File: src/rtl/flex_pkg.sv
package flex_pkg;
  typedef struct packed {
    logic [15:0] cmp;
    logic [7:0]  node;
  } arc_t;

  typedef struct packed {
    logic        en;
    logic [15:0] off;
  } smp_cfg_t;

  localparam logic [3:0] LEN_MODE_FIELD = 4'd1;
endpackage

File: src/rtl/flex_word_tap.sv
module flex_word_tap #(
  parameter int CNT_W = 16
) (
  input  logic             clk,
  input  logic             rst_n,
  input  logic             byte_v,
  input  logic             sop,
  input  logic [CNT_W-1:0] idx,
  input  logic [15:0]      off,
  input  logic [7:0]       din,
  output logic [31:0]      word
);
  logic [31:0] word_q, word_d, base;
  logic        take;

  always_comb begin
    take   = byte_v && (33'(idx) >= 33'(off)) && (33'(idx) < 33'(off) + 33'd4);
    base   = (byte_v && sop) ? 32'd0 : word_q;
    word_d = take ? {base[23:0], din} : base;
  end

  always_ff @(posedge clk or negedge rst_n) begin
    if (!rst_n)      word_q <= '0;
    else if (byte_v) word_q <= word_d;
  end

  assign word = word_q;
endmodule

File: src/rtl/flex_arc_sel.sv
module flex_arc_sel import flex_pkg::*; #(
  parameter int         N         = 8,
  parameter logic [7:0] FLEX_NODE = 8'hF0
) (
  input  arc_t [N-1:0] arcs,
  input  logic         chk_node,
  input  logic [7:0]   key_node,
  input  logic [15:0]  key_cmp,
  output logic         hit,
  output logic [7:0]   sel_node,
  output logic         any_en
);
  logic [N-1:0] en, match;

  for (genvar g = 0; g < N; g++) begin : g_arc
    assign en[g]    = (arcs[g].node != 8'd0) && (arcs[g].node != FLEX_NODE);
    assign match[g] = en[g] && (arcs[g].cmp == key_cmp) &&
                      (!chk_node || (arcs[g].node == key_node));
  end

  always_comb begin
    hit      = 1'b0;
    sel_node = '0;
    for (int i = N - 1; i >= 0; i--) begin
      if (match[i]) begin
        hit      = 1'b1;
        sel_node = arcs[i].node;
      end
    end
    any_en = |en;
  end
endmodule

File: src/rtl/flex_cfg_bank.sv
module flex_cfg_bank import flex_pkg::*; #(
  parameter int N_IN  = 8,
  parameter int N_OUT = 8,
  parameter int N_SMP = 8
) (
  input  logic                clk,
  input  logic                rst_n,
  input  logic                hold,
  input  logic                we,
  input  logic [4:0]          addr,
  input  logic [31:0]         wdata,
  output logic [15:0]         len_base,
  output logic [3:0]          len_shift,
  output logic [3:0]          len_mode,
  output logic [15:0]         len_off,
  output logic [15:0]         nxt_off,
  output logic [31:0]         len_mask,
  output logic [4:0]          nxt_size,
  output arc_t [N_IN-1:0]     in_arcs,
  output arc_t [N_OUT-1:0]    out_arcs,
  output smp_cfg_t [N_SMP-1:0] smps
);
  logic        pend_v_q, pend_v_d, pend_ld;
  logic [4:0]  pend_a_q;
  logic [31:0] pend_d_q;
  logic        wr_go;
  logic [4:0]  wr_a;
  logic [31:0] wr_d;

  always_comb begin
    wr_a     = pend_v_q ? pend_a_q : addr;
    wr_d     = pend_v_q ? pend_d_q : wdata;
    wr_go    = !hold && (pend_v_q || we);
    pend_ld  = we && (hold || pend_v_q);
    pend_v_d = we ? (hold || pend_v_q) : (pend_v_q && hold);
  end

  always_ff @(posedge clk or negedge rst_n) begin
    if (!rst_n) begin
      pend_v_q <= 1'b0;
      pend_a_q <= '0;
      pend_d_q <= '0;
    end else begin
      pend_v_q <= pend_v_d;
      if (pend_ld) begin
        pend_a_q <= addr;
        pend_d_q <= wdata;
      end
    end
  end

  always_ff @(posedge clk or negedge rst_n) begin
    if (!rst_n) begin
      len_base <= '0; len_shift <= '0; len_mode <= '0;
      len_off  <= '0; nxt_off   <= '0; len_mask <= '0; nxt_size <= '0;
      in_arcs  <= '0; out_arcs  <= '0; smps     <= '0;
    end else if (wr_go) begin
      if (wr_a == 5'd0) begin
        len_base  <= wr_d[15:0];
        len_shift <= wr_d[19:16];
        len_mode  <= wr_d[23:20];
      end
      if (wr_a == 5'd1) begin
        len_off <= wr_d[15:0];
        nxt_off <= wr_d[31:16];
      end
      if (wr_a == 5'd2) len_mask <= wr_d;
      if (wr_a == 5'd3) nxt_size <= wr_d[4:0];
      for (int i = 0; i < N_IN; i++)
        if (wr_a == 5'(8 + i)) in_arcs[i] <= wr_d[23:0];
      for (int i = 0; i < N_OUT; i++)
        if (wr_a == 5'(16 + i)) out_arcs[i] <= wr_d[23:0];
      for (int i = 0; i < N_SMP; i++)
        if (wr_a == 5'(24 + i)) smps[i] <= wr_d[16:0];
    end
  end
endmodule

File: src/rtl/flex_hdr_parser.sv
module flex_hdr_parser import flex_pkg::*; #(
  parameter int         N_IN      = 8,
  parameter int         N_OUT     = 8,
  parameter int         N_SMP     = 8,
  parameter int         CNT_W     = 16,
  parameter logic [7:0] FLEX_NODE = 8'hF0
) (
  input  logic               clk,
  input  logic               rst_n,
  input  logic               cfg_we,
  input  logic [4:0]         cfg_addr,
  input  logic [31:0]        cfg_wdata,
  input  logic               hdr_valid,
  input  logic               hdr_sop,
  input  logic               hdr_eop,
  input  logic [7:0]         hdr_byte,
  input  logic [7:0]         up_node,
  input  logic [15:0]        up_proto,
  output logic               res_v,
  output logic               res_err,
  output logic               res_last,
  output logic               res_hit,
  output logic [7:0]         res_node,
  output logic [N_SMP-1:0]   smp_v,
  output logic [N_SMP*32-1:0] smp_data
);
  localparam int SMP_W = N_SMP * 32;

  logic [15:0] len_base, len_off, nxt_off;
  logic [3:0]  len_shift, len_mode;
  logic [31:0] len_mask;
  logic [4:0]  nxt_size;
  arc_t [N_IN-1:0]      in_arcs;
  arc_t [N_OUT-1:0]     out_arcs;
  smp_cfg_t [N_SMP-1:0] smps;

  logic             in_pkt_q, in_pkt_d, act_q, act_d, fin_q, fin_d;
  logic [CNT_W-1:0] cnt_q, cnt_d, idx;
  logic             beat_ok, start, hold;
  logic             in_hit, out_hit, out_any;
  logic [7:0]       in_sel, out_sel;
  logic [31:0]      len_word, nxt_word, len_fld;
  logic [31:0]      smp_word [N_SMP];
  logic [32:0]      hlen;
  logic             short_hdr, nxt_rng;
  logic [15:0]      nxt_type;

  logic               res_v_d, res_err_d, res_last_d, res_hit_d;
  logic [7:0]         res_node_d;
  logic [N_SMP-1:0]   smp_v_d;
  logic [SMP_W-1:0]   smp_data_d;

  assign start = hdr_valid && hdr_sop;
  assign hold  = in_pkt_q || start;

  flex_cfg_bank #(.N_IN(N_IN), .N_OUT(N_OUT), .N_SMP(N_SMP)) u_cfg (
    .clk(clk), .rst_n(rst_n), .hold(hold), .we(cfg_we), .addr(cfg_addr),
    .wdata(cfg_wdata), .len_base(len_base), .len_shift(len_shift),
    .len_mode(len_mode), .len_off(len_off), .nxt_off(nxt_off),
    .len_mask(len_mask), .nxt_size(nxt_size), .in_arcs(in_arcs),
    .out_arcs(out_arcs), .smps(smps));

  flex_arc_sel #(.N(N_IN), .FLEX_NODE(FLEX_NODE)) u_in_sel (
    .arcs(in_arcs), .chk_node(1'b1), .key_node(up_node), .key_cmp(up_proto),
    .hit(in_hit), .sel_node(in_sel), .any_en());

  flex_arc_sel #(.N(N_OUT), .FLEX_NODE(FLEX_NODE)) u_out_sel (
    .arcs(out_arcs), .chk_node(1'b0), .key_node(in_sel), .key_cmp(nxt_type),
    .hit(out_hit), .sel_node(out_sel), .any_en(out_any));

  flex_word_tap #(.CNT_W(CNT_W)) u_len_tap (
    .clk(clk), .rst_n(rst_n), .byte_v(beat_ok), .sop(hdr_sop), .idx(idx),
    .off(len_off), .din(hdr_byte), .word(len_word));

  flex_word_tap #(.CNT_W(CNT_W)) u_nxt_tap (
    .clk(clk), .rst_n(rst_n), .byte_v(beat_ok), .sop(hdr_sop), .idx(idx),
    .off(nxt_off), .din(hdr_byte), .word(nxt_word));

  for (genvar g = 0; g < N_SMP; g++) begin : g_smp
    flex_word_tap #(.CNT_W(CNT_W)) u_tap (
      .clk(clk), .rst_n(rst_n), .byte_v(beat_ok), .sop(hdr_sop), .idx(idx),
      .off(smps[g].off), .din(hdr_byte), .word(smp_word[g]));
  end

  // Stream tracking: next state
  always_comb begin
    beat_ok  = hdr_valid && (hdr_sop || in_pkt_q);
    idx      = start ? '0 : cnt_q;
    in_pkt_d = beat_ok ? !hdr_eop : in_pkt_q;
    cnt_d    = beat_ok ? idx + 1'b1 : cnt_q;
    act_d    = start ? in_hit : act_q;
    fin_d    = beat_ok && hdr_eop && act_d;
  end

  // Result evaluation, one cycle after the last byte
  always_comb begin
    len_fld   = (len_word & len_mask) >> len_shift;
    hlen      = (len_mode == LEN_MODE_FIELD) ? 33'(len_base) + 33'(len_fld)
                                             : 33'(len_base);
    short_hdr = 33'(cnt_q) < hlen;
    nxt_rng   = (33'(nxt_off) + 33'd4) <= hlen;
    nxt_type  = 16'(nxt_word >> (6'd32 - {1'b0, nxt_size}));

    res_v_d    = fin_q;
    res_err_d  = fin_q && short_hdr;
    res_last_d = fin_q && !short_hdr && !out_any;
    res_hit_d  = fin_q && !short_hdr && nxt_rng && out_hit;
    res_node_d = res_hit_d ? out_sel : 8'd0;
    smp_data_d = '0;
    for (int i = 0; i < N_SMP; i++) begin
      smp_v_d[i] = fin_q && !short_hdr && smps[i].en &&
                   ((33'(smps[i].off) + 33'd4) <= hlen);
      if (smp_v_d[i]) smp_data_d[i*32 +: 32] = smp_word[i];
    end
  end

  always_ff @(posedge clk or negedge rst_n) begin
    if (!rst_n) begin
      in_pkt_q <= 1'b0; act_q <= 1'b0; fin_q <= 1'b0; cnt_q <= '0;
      res_v    <= 1'b0; res_err <= 1'b0; res_last <= 1'b0; res_hit <= 1'b0;
      res_node <= '0;   smp_v   <= '0;   smp_data <= '0;
    end else begin
      in_pkt_q <= in_pkt_d; act_q <= act_d; fin_q <= fin_d; cnt_q <= cnt_d;
      res_v    <= res_v_d;  res_err <= res_err_d; res_last <= res_last_d;
      res_hit  <= res_hit_d; res_node <= res_node_d;
      smp_v    <= smp_v_d;  smp_data <= smp_data_d;
    end
  end
endmodule

File: config.mk
export PLATFORM = sky130hd
export DESIGN_NAME = flex_hdr_parser
export DESIGN_NICKNAME = d
export VERILOG_FILES = /design/src/rtl/flex_pkg.sv /design/src/rtl/flex_word_tap.sv /design/src/rtl/flex_arc_sel.sv /design/src/rtl/flex_cfg_bank.sv /design/src/rtl/flex_hdr_parser.sv
export SDC_FILE = /design/constraint.sdc
export NUM_CORES = 2
export LEC_CHECK = 0
export BUFFER_PORTS_ARGS = -buffer_cell sky130_fd_sc_hd__clkbuf_2
export CAP_MARGIN = 10
export CORE_AREA = 2 2 660 334
export DETAILED_ROUTE_END_ITERATION = 8
export DIE_AREA = 0 0 662 336
export PLACE_DENSITY_LB_ADDON = 0.05
export SYNTH_ARGS = -nofsm -noshare
export SYNTH_HDL_FRONTEND = slang
export SYNTH_SLANG_ARGS = --single-unit
File: constraint.sdc
create_clock -name clk -period 16 [get_ports clk]
set_clock_uncertainty 0.1 [all_clocks]
set_input_delay 0.8 -clock clk [delete_from_list [all_inputs] [get_ports clk]]
set_output_delay 0.8 -clock clk [all_outputs]
set_load 0.03 [all_outputs]
* Word-level counts from Yosys, hierarchy flattened
Cells that the tools add are included.
** Word-level totals
- Flip-flop bits (word level) :: 1266
- Bits in latches :: 0
- Memory bits (writable) :: 0
- ROM bits :: 0
- Bits of input ports :: 75
- Output and inout port bits :: 276
- Word-level logic and storage cells :: 425
- Memories kept :: 0
** Operators by class
- Add/subtract/negate cells :: 13
- Multiply operators :: 0
- Div/mod/pow operators :: 0
- $lt $le $gt $ge :: 30
- Equality and inequality tests :: 68
- Shifts and indexed selects :: 2
- Mux-type cells :: 59
- Bitwise operators :: 1
- Reduce and logical (&&, ||, !) cells :: 163
** Operator list (number)
- 32-bit two-way mux :: 29
- 16-bit by 33-bit < comparator with 1-bit output :: 11
- 33-bit <= comparator :: 9
- 16-bit == test :: 16
- 16-bit by 3-bit adder with 17-bit output, second input constant :: 10
- 16-bit >= comparator :: 10
- 8-bit inequality test, second input constant :: 16
- 8-bit nonzero test :: 16
- 1-bit logical AND :: 89
- 5-bit == test, second input constant :: 16
- 2-bit AND reduction :: 38
- 8-bit two-way mux :: 9
- 8-bit == test :: 8
- 5-bit by 4-bit == test with 1-bit output, second input constant :: 8
- 16-bit by 32-bit adder with 33-bit output :: 1
- 33-bit two-way mux :: 1
- 32-bit bitwise AND :: 1
- 32-bit by 4-bit right shift with 32-bit output :: 1
- 32-bit by 6-bit right shift with 16-bit output :: 1
- 2-bit nonzero test :: 10
- 1-bit two-way mux :: 18
- 16-bit by 1-bit adder with 16-bit output, second input constant :: 1
- 16-bit two-way mux :: 1
- 5-bit by 2-bit == test with 1-bit output, second input constant :: 2
- other kinds (8) :: 14

* Longest topological paths before layout
- Depth in word-level cells :: 14
- Gate-level depth with buffers :: 35
- Depth with buffers taken out :: 29

* Cells and area by module
Synthesis repeated with hierarchy kept, for this count alone.
** Second synthesis, totals
- Cell total of the unflattened synthesis :: 7443
- Area, all modules :: 78016.1 um^2
** By module, submodules not included
- flex_cfg_bank :: times used 1, cells an instance 1501, area each 25424.4 um^2, seq. area each 16290.6 um^2
- flex_word_tap at g_smp[0].u_tap ... :: times used 9, cells an instance 284, area each 2514.9 um^2, seq. area each 800.8 um^2
- flex_hdr_parser :: times used 1, cells an instance 2248, area each 20965.1 um^2, seq. area each 7382.1 um^2
- flex_arc_sel :: times used 2, cells an instance 424, area each 3174.3 um^2, seq. area each 0.0 um^2
- flex_word_tap at g_smp[6].u_tap :: times used 1, cells an instance 290, area each 2643.8 um^2, seq. area each 800.8 um^2

* Worst setup path after synthesis
Ideal clock, no wire load.
- Path type :: reg2reg
- Start :: register u_cfg.len_shift[1]
- End :: register smp_data[162]
- Setup time :: 120 ps
- Arrival :: 6184 ps
- Data required time :: 15780 ps
- Setup slack :: 9596 ps
- Stages on the path, launching flop included :: 33
- Path buffers :: 6
- Period minus slack after synthesis :: 6404 ps
- Path through :: dfrtp_1 > buf_2 > buf_1 > clkbuf_1 > clkbuf_1 > nor2_1 > nor2_1 > nand2_1 > a31oi_1 > ha_1 > a21oi_1 > o21ai_0 > o21ai_0 > nand2b_1 > a21oi_1 > xor2_1 > nor2_1 > a21oi_1 > ha_1 > a21o_1 > a21oi_1 > nor2b_1 > a2111oi_0 > nand2_1 > maj3_1 > o21ai_0 > a21oi_1 > and3b_1 > buf_2 > inv_1 > nor2_1 > clkbuf_1 > and3_1
** Between the ends
- Longest elaborated chain between the ends :: 9
- Elaborated cells between the ends (all ways) :: 10
- Classes of those cells :: 1 x add/sub; 2 x order compare; 1 x shift; 2 x mux; 4 x reduce/logical
** RTL lines
- start: declaration :: RTL line flex_cfg_bank.sv:13 : output logic [3:0] len_shift,
- start signal: assignment :: RTL line flex_cfg_bank.sv:60 : len_shift <= wr_d[19:16];
- 32-bit by 4-bit right shift with 32-bit output (*) :: RTL line flex_hdr_parser.sv:97 : len_fld = (len_word & len_mask) >> len_shift;
- 16-bit by 32-bit adder with 33-bit output (*) :: RTL line flex_hdr_parser.sv:98 : hlen = (len_mode == LEN_MODE_FIELD) ? 33'(len_base) + 33'(len_fld)
- 33-bit two-way mux (*) :: RTL line flex_hdr_parser.sv:98
- 16-bit by 33-bit < comparator with 1-bit output :: RTL line flex_hdr_parser.sv:100 : short_hdr = 33'(cnt_q) < hlen;
- 1-bit zero test :: RTL line flex_hdr_parser.sv:111 : smp_v_d[i] = fin_q && !short_hdr && smps[i].en &&
- 1-bit logical AND (2 in a row) :: RTL line flex_hdr_parser.sv:111
- 1-bit logical AND (*) :: RTL line flex_hdr_parser.sv:111
- 32-bit two-way mux (*) :: RTL line flex_hdr_parser.sv:113 : if (smp_v_d[i]) smp_data_d[i*32 +: 32] = smp_word[i];
- net smp_data_d[162] :: RTL line flex_hdr_parser.sv:51 : logic [SMP_W-1:0] smp_data_d;
- end signal: assignment :: RTL line flex_hdr_parser.sv:126 : smp_v <= smp_v_d; smp_data <= smp_data_d;
- end: declaration :: RTL line flex_hdr_parser.sv:25 : output logic [N_SMP*32-1:0] smp_data
The timed path passes the listed nets; every way through them passes the cells marked *.
A chain may end at the register's enable or synchronous reset.

* Final worst setup path
- Start :: register u_cfg.len_shift[0]
- End :: register smp_data[165]
Same word-level chain as after synthesis.

==> results.sh <==
export IMPL_ys_warnings_count=0
export IMPL_fin_crit_sh=0.490
export IMPL_ys_ff_latch=1266
export IMPL_worst_slack_ps=8160
export IMPL_start_util=0.319
export IMPL_rsz0062_at_grt="false"
export IMPL_cp_num_buf_inv=3
export IMPL_r2r_start="u_cfg.len_shift[0]"
export IMPL_whs_endpoint="in_pkt_q"
export IMPL_total_power_mw=13.8
export IMPL_cts_clk_slew_worst_paths_ps=60
export IMPL_die_y_um=336
export IMPL_drt_total_wl_um=274000
export IMPL_seq_area_mm2=0.0317
export IMPL_ys_types=96
export IMPL_crit_path_end_kind="flop"
export IMPL_antenna_found_initial=41
export IMPL_slowest_delay_ps=880
export IMPL_grt_max_degree=163
export IMPL_cp_max_fo=75
export IMPL_first_pass_iters=6
export IMPL_synth_edf_count=0
export IMPL_post_cts_buffers=0
export IMPL_grt_pass1_wl_um=394000
export IMPL_worst_r2r_endpoint="smp_data[165]"
export IMPL_die_area_mm2=0.222
export IMPL_wl_per_cell_um=26.4
export IMPL_crit_slowest_cell="o41ai_1"
export IMPL_root_buffer="clkbuf_16"
export IMPL_post_route_min_period_ps=7840
export IMPL_slew_violations=0
export IMPL_placed_cells=10100
export IMPL_cts_tree="yes"
export IMPL_fin_nets=7938
export IMPL_maxSlewHeadroom=0.103
export IMPL_grt_overflow_total=0
export IMPL_ant_nets=0
export IMPL_p_leak_nw=37.6
export IMPL_synth_seq_area_share=0.459
export IMPL_multiInputGateArea_mm2=0.0350
export IMPL_worstPathRequired_ps=16590
export IMPL_post_synth_cell_area_avg_um2=9.69
export IMPL_arrival_ps=8430
export IMPL_cts_resized=0
export IMPL_fp_row_count=121
export IMPL_ir_worst_vdd_mv=0.120
export IMPL_hold_viol_final=0
export IMPL_io_buffers=350
export IMPL_via_count=55300
export IMPL_path_class="reg2reg"
export IMPL_cp_common_cell="o21ai_0"
export IMPL_max_slew_worst_pin_slew_ps=1320
export IMPL_htreeDepth=4
export IMPL_drt_initial_drc_count=5845
export IMPL_fin_setup_tns_ps=0
export IMPL_async_reset_ff_frac=1.00
export IMPL_routabilityCongestion=0.904
export IMPL_worstHoldStart="hdr_eop"
export IMPL_fin_cells=10400
export IMPL_setup_viol=0
export IMPL_area_growth_pct=14.7
export IMPL_whs_path_depth=2
export IMPL_grt_pass1_vias=52200
export IMPL_core_mm2=0.216
export IMPL_cap_viol_max_count=0
export IMPL_status="finished clean"
export IMPL_dp_hpwl_um=191000
export IMPL_drive_gt1_frac=0.124
export IMPL_die_x_um=662
export IMPL_pre_cts_slack_ps=8140
export IMPL_insertion_delay_ps=820
export IMPL_grt_usage=0.243
export IMPL_synth_flop_cell="dfrtp_1"
export IMPL_syn_area_mm2=0.0689
export IMPL_max_freq_ghz=0.128
export IMPL_powerDensity_mw_per_mm2=174
export IMPL_r2r_cells=26
export IMPL_nFillCells=21800
export IMPL_hold_slack_ps=140
export IMPL_postCtsHoldBufs=1
export IMPL_min_path_type="in2reg"
export IMPL_r2r_setup_slack_ps=8160
export IMPL_setup_worst_path_start_class="flop"
export IMPL_routed_via_density=5.33
export IMPL_worst_path_stages=26
export IMPL_cts_buffers=138
export IMPL_cp_top_family="compound AO/OA/AOI/OAI gates"
export IMPL_synth_fp_nets=7668
export IMPL_netlist_instances=7116
export IMPL_cts_sinks=1266
export IMPL_clock_path_buffers=4
export IMPL_boundaryPins=351
export IMPL_route_detailed_drc=0
flip-flops by register name, indices dropped and copies added, names as in the netlist, 5 cells and up:
| register | count |
|---|---|
| u_cfg.nxt_off | 16 |
| u_cfg.pend_d_q | 32 |
| u_len_tap.word | 32 |
| u_cfg.in_arcs | 192 |
| u_cfg.nxt_size | 5 |
| u_cfg.len_base | 16 |
| g_smp.u_tap.word | 256 |
| u_nxt_tap.word | 32 |
| u_cfg.len_off | 16 |
| smp_data | 256 |
| res_node | 8 |
| u_cfg.pend_a_q | 5 |
| u_cfg.out_arcs | 192 |
| u_cfg.smps | 136 |
| cnt_q | 16 |
| smp_v | 8 |
| u_cfg.len_mask | 32 |
power by group:
group          internal (mW)  total (mW)  switching (mW)
clock                   1.86        3.28            1.42
sequential              3.96        4.86           0.891
combinational           2.14        5.63            3.49
cell usage in the layout, fill, tap and decap left out, types with 155 or more instances in the layout:
master	instances
dfrtp_1	1263
nand2_1	746
o21ai_0	631
ha_1	476
nor2_1	449
a21oi_1	427
clkbuf_2	349
inv_1	332
and2_1	269
xnor2_1	249
nand3_1	217
xor2_1	186
buf_4	155
layout make-up:
class,count,area share
antenna,12,0.000380
timing repair buffer,514,0.0394
sequential,1266,0.401
inverter,334,0.0159
clock inverter,31,0.00424
multi-input combinational,5132,0.442
tap,2890,0.0457
clock buffer,197,0.0514
synth_stat cells (all sizes together), types with 68 or more instances:
master  number  share of area
inv        333          0.018
nor4        93         0.0092
mux2i      157          0.023
nand2      751          0.041
a21oi      431          0.031
and2       272          0.025
nand3      217          0.016
a22o       146          0.019
clkbuf     316          0.017
o21ai      643          0.047
dfrtp     1266           0.46
xnor2      250          0.032
nand4       96         0.0089
nor2       460          0.025
buf         68         0.0048
and3        86         0.0078
xor2       186          0.024
ha         476          0.086
nor3        74         0.0058
a21o       132          0.014
o21a        95          0.010
stage by stage:
| step | util | area [um2] |
|---|---|---|
| final | 0.366 | 79100 |
| after global routing | 0.365 | 79100 |
| after CTS | 0.365 | 79000 |
| after detailed placement | 0.345 | 74600 |
| after global placement | 0.345 | 74600 |
| after floorplan | - | 68900 |
how the worst max path moves through the flow:
stage | from | end | slack, ps
6_report | u_cfg.len_shift[0] | smp_data[165] | 8160
5_1_grt | u_cfg.len_shift[0] | smp_data[165] | 7570
4_1_cts | u_cfg.len_shift[0] | smp_data[198] | 8080
3_5_place_dp | u_cfg.len_shift[0] | smp_data[216] | 8140
3_3_place_gp | u_cfg.len_shift[0] | smp_data[186] | 8170
2_1_floorplan | u_cfg.len_shift[1] | smp_data[162] | 9600
worst reg2reg max path, stage by stage, from the launching register on:
cell and delay (ps):
dfrtp_2 340, buf_4 540, nand3_1 160, o21ai_0 180
mux2i_1 170, mux2i_1 230, nor2_1 90, a31oi_1 300
ha_1 300, a21oi_1 170, o21ai_0 190, o41ai_1 880
a21boi_0 330, o31a_1 370, ha_1 310, nand4_1 130
nor2_1 80, a2111oi_0 440, nand2_1 130, maj3_1 380
o21ai_0 160, a21oi_1 110, and3b_1 310, inv_1 590
nor2_2 330, buf_16 260, and3_1 200
logic make-up after synthesis:
family                     share of synthesized area
and+or+nand+nor                                0.157
DFF                                            0.459
xor gates and xnor gates                      0.0554
muxes                                         0.0445
AOI/OAI and AO/OA                              0.155
adders and majority gates                     0.0877
buffers and inverters                         0.0402
per-layer routing:
layer  track usage  vias to the layer above  part of all wire
met1         0.413                    27800              0.54
met3        0.0432                      216             0.075
met2         0.314                     1815              0.38
met5             0                        -           0.00016
met4        0.0301                        6             0.011
li1              -                    25500                 -
Note: power is estimated with default switching activity, not from simulation.
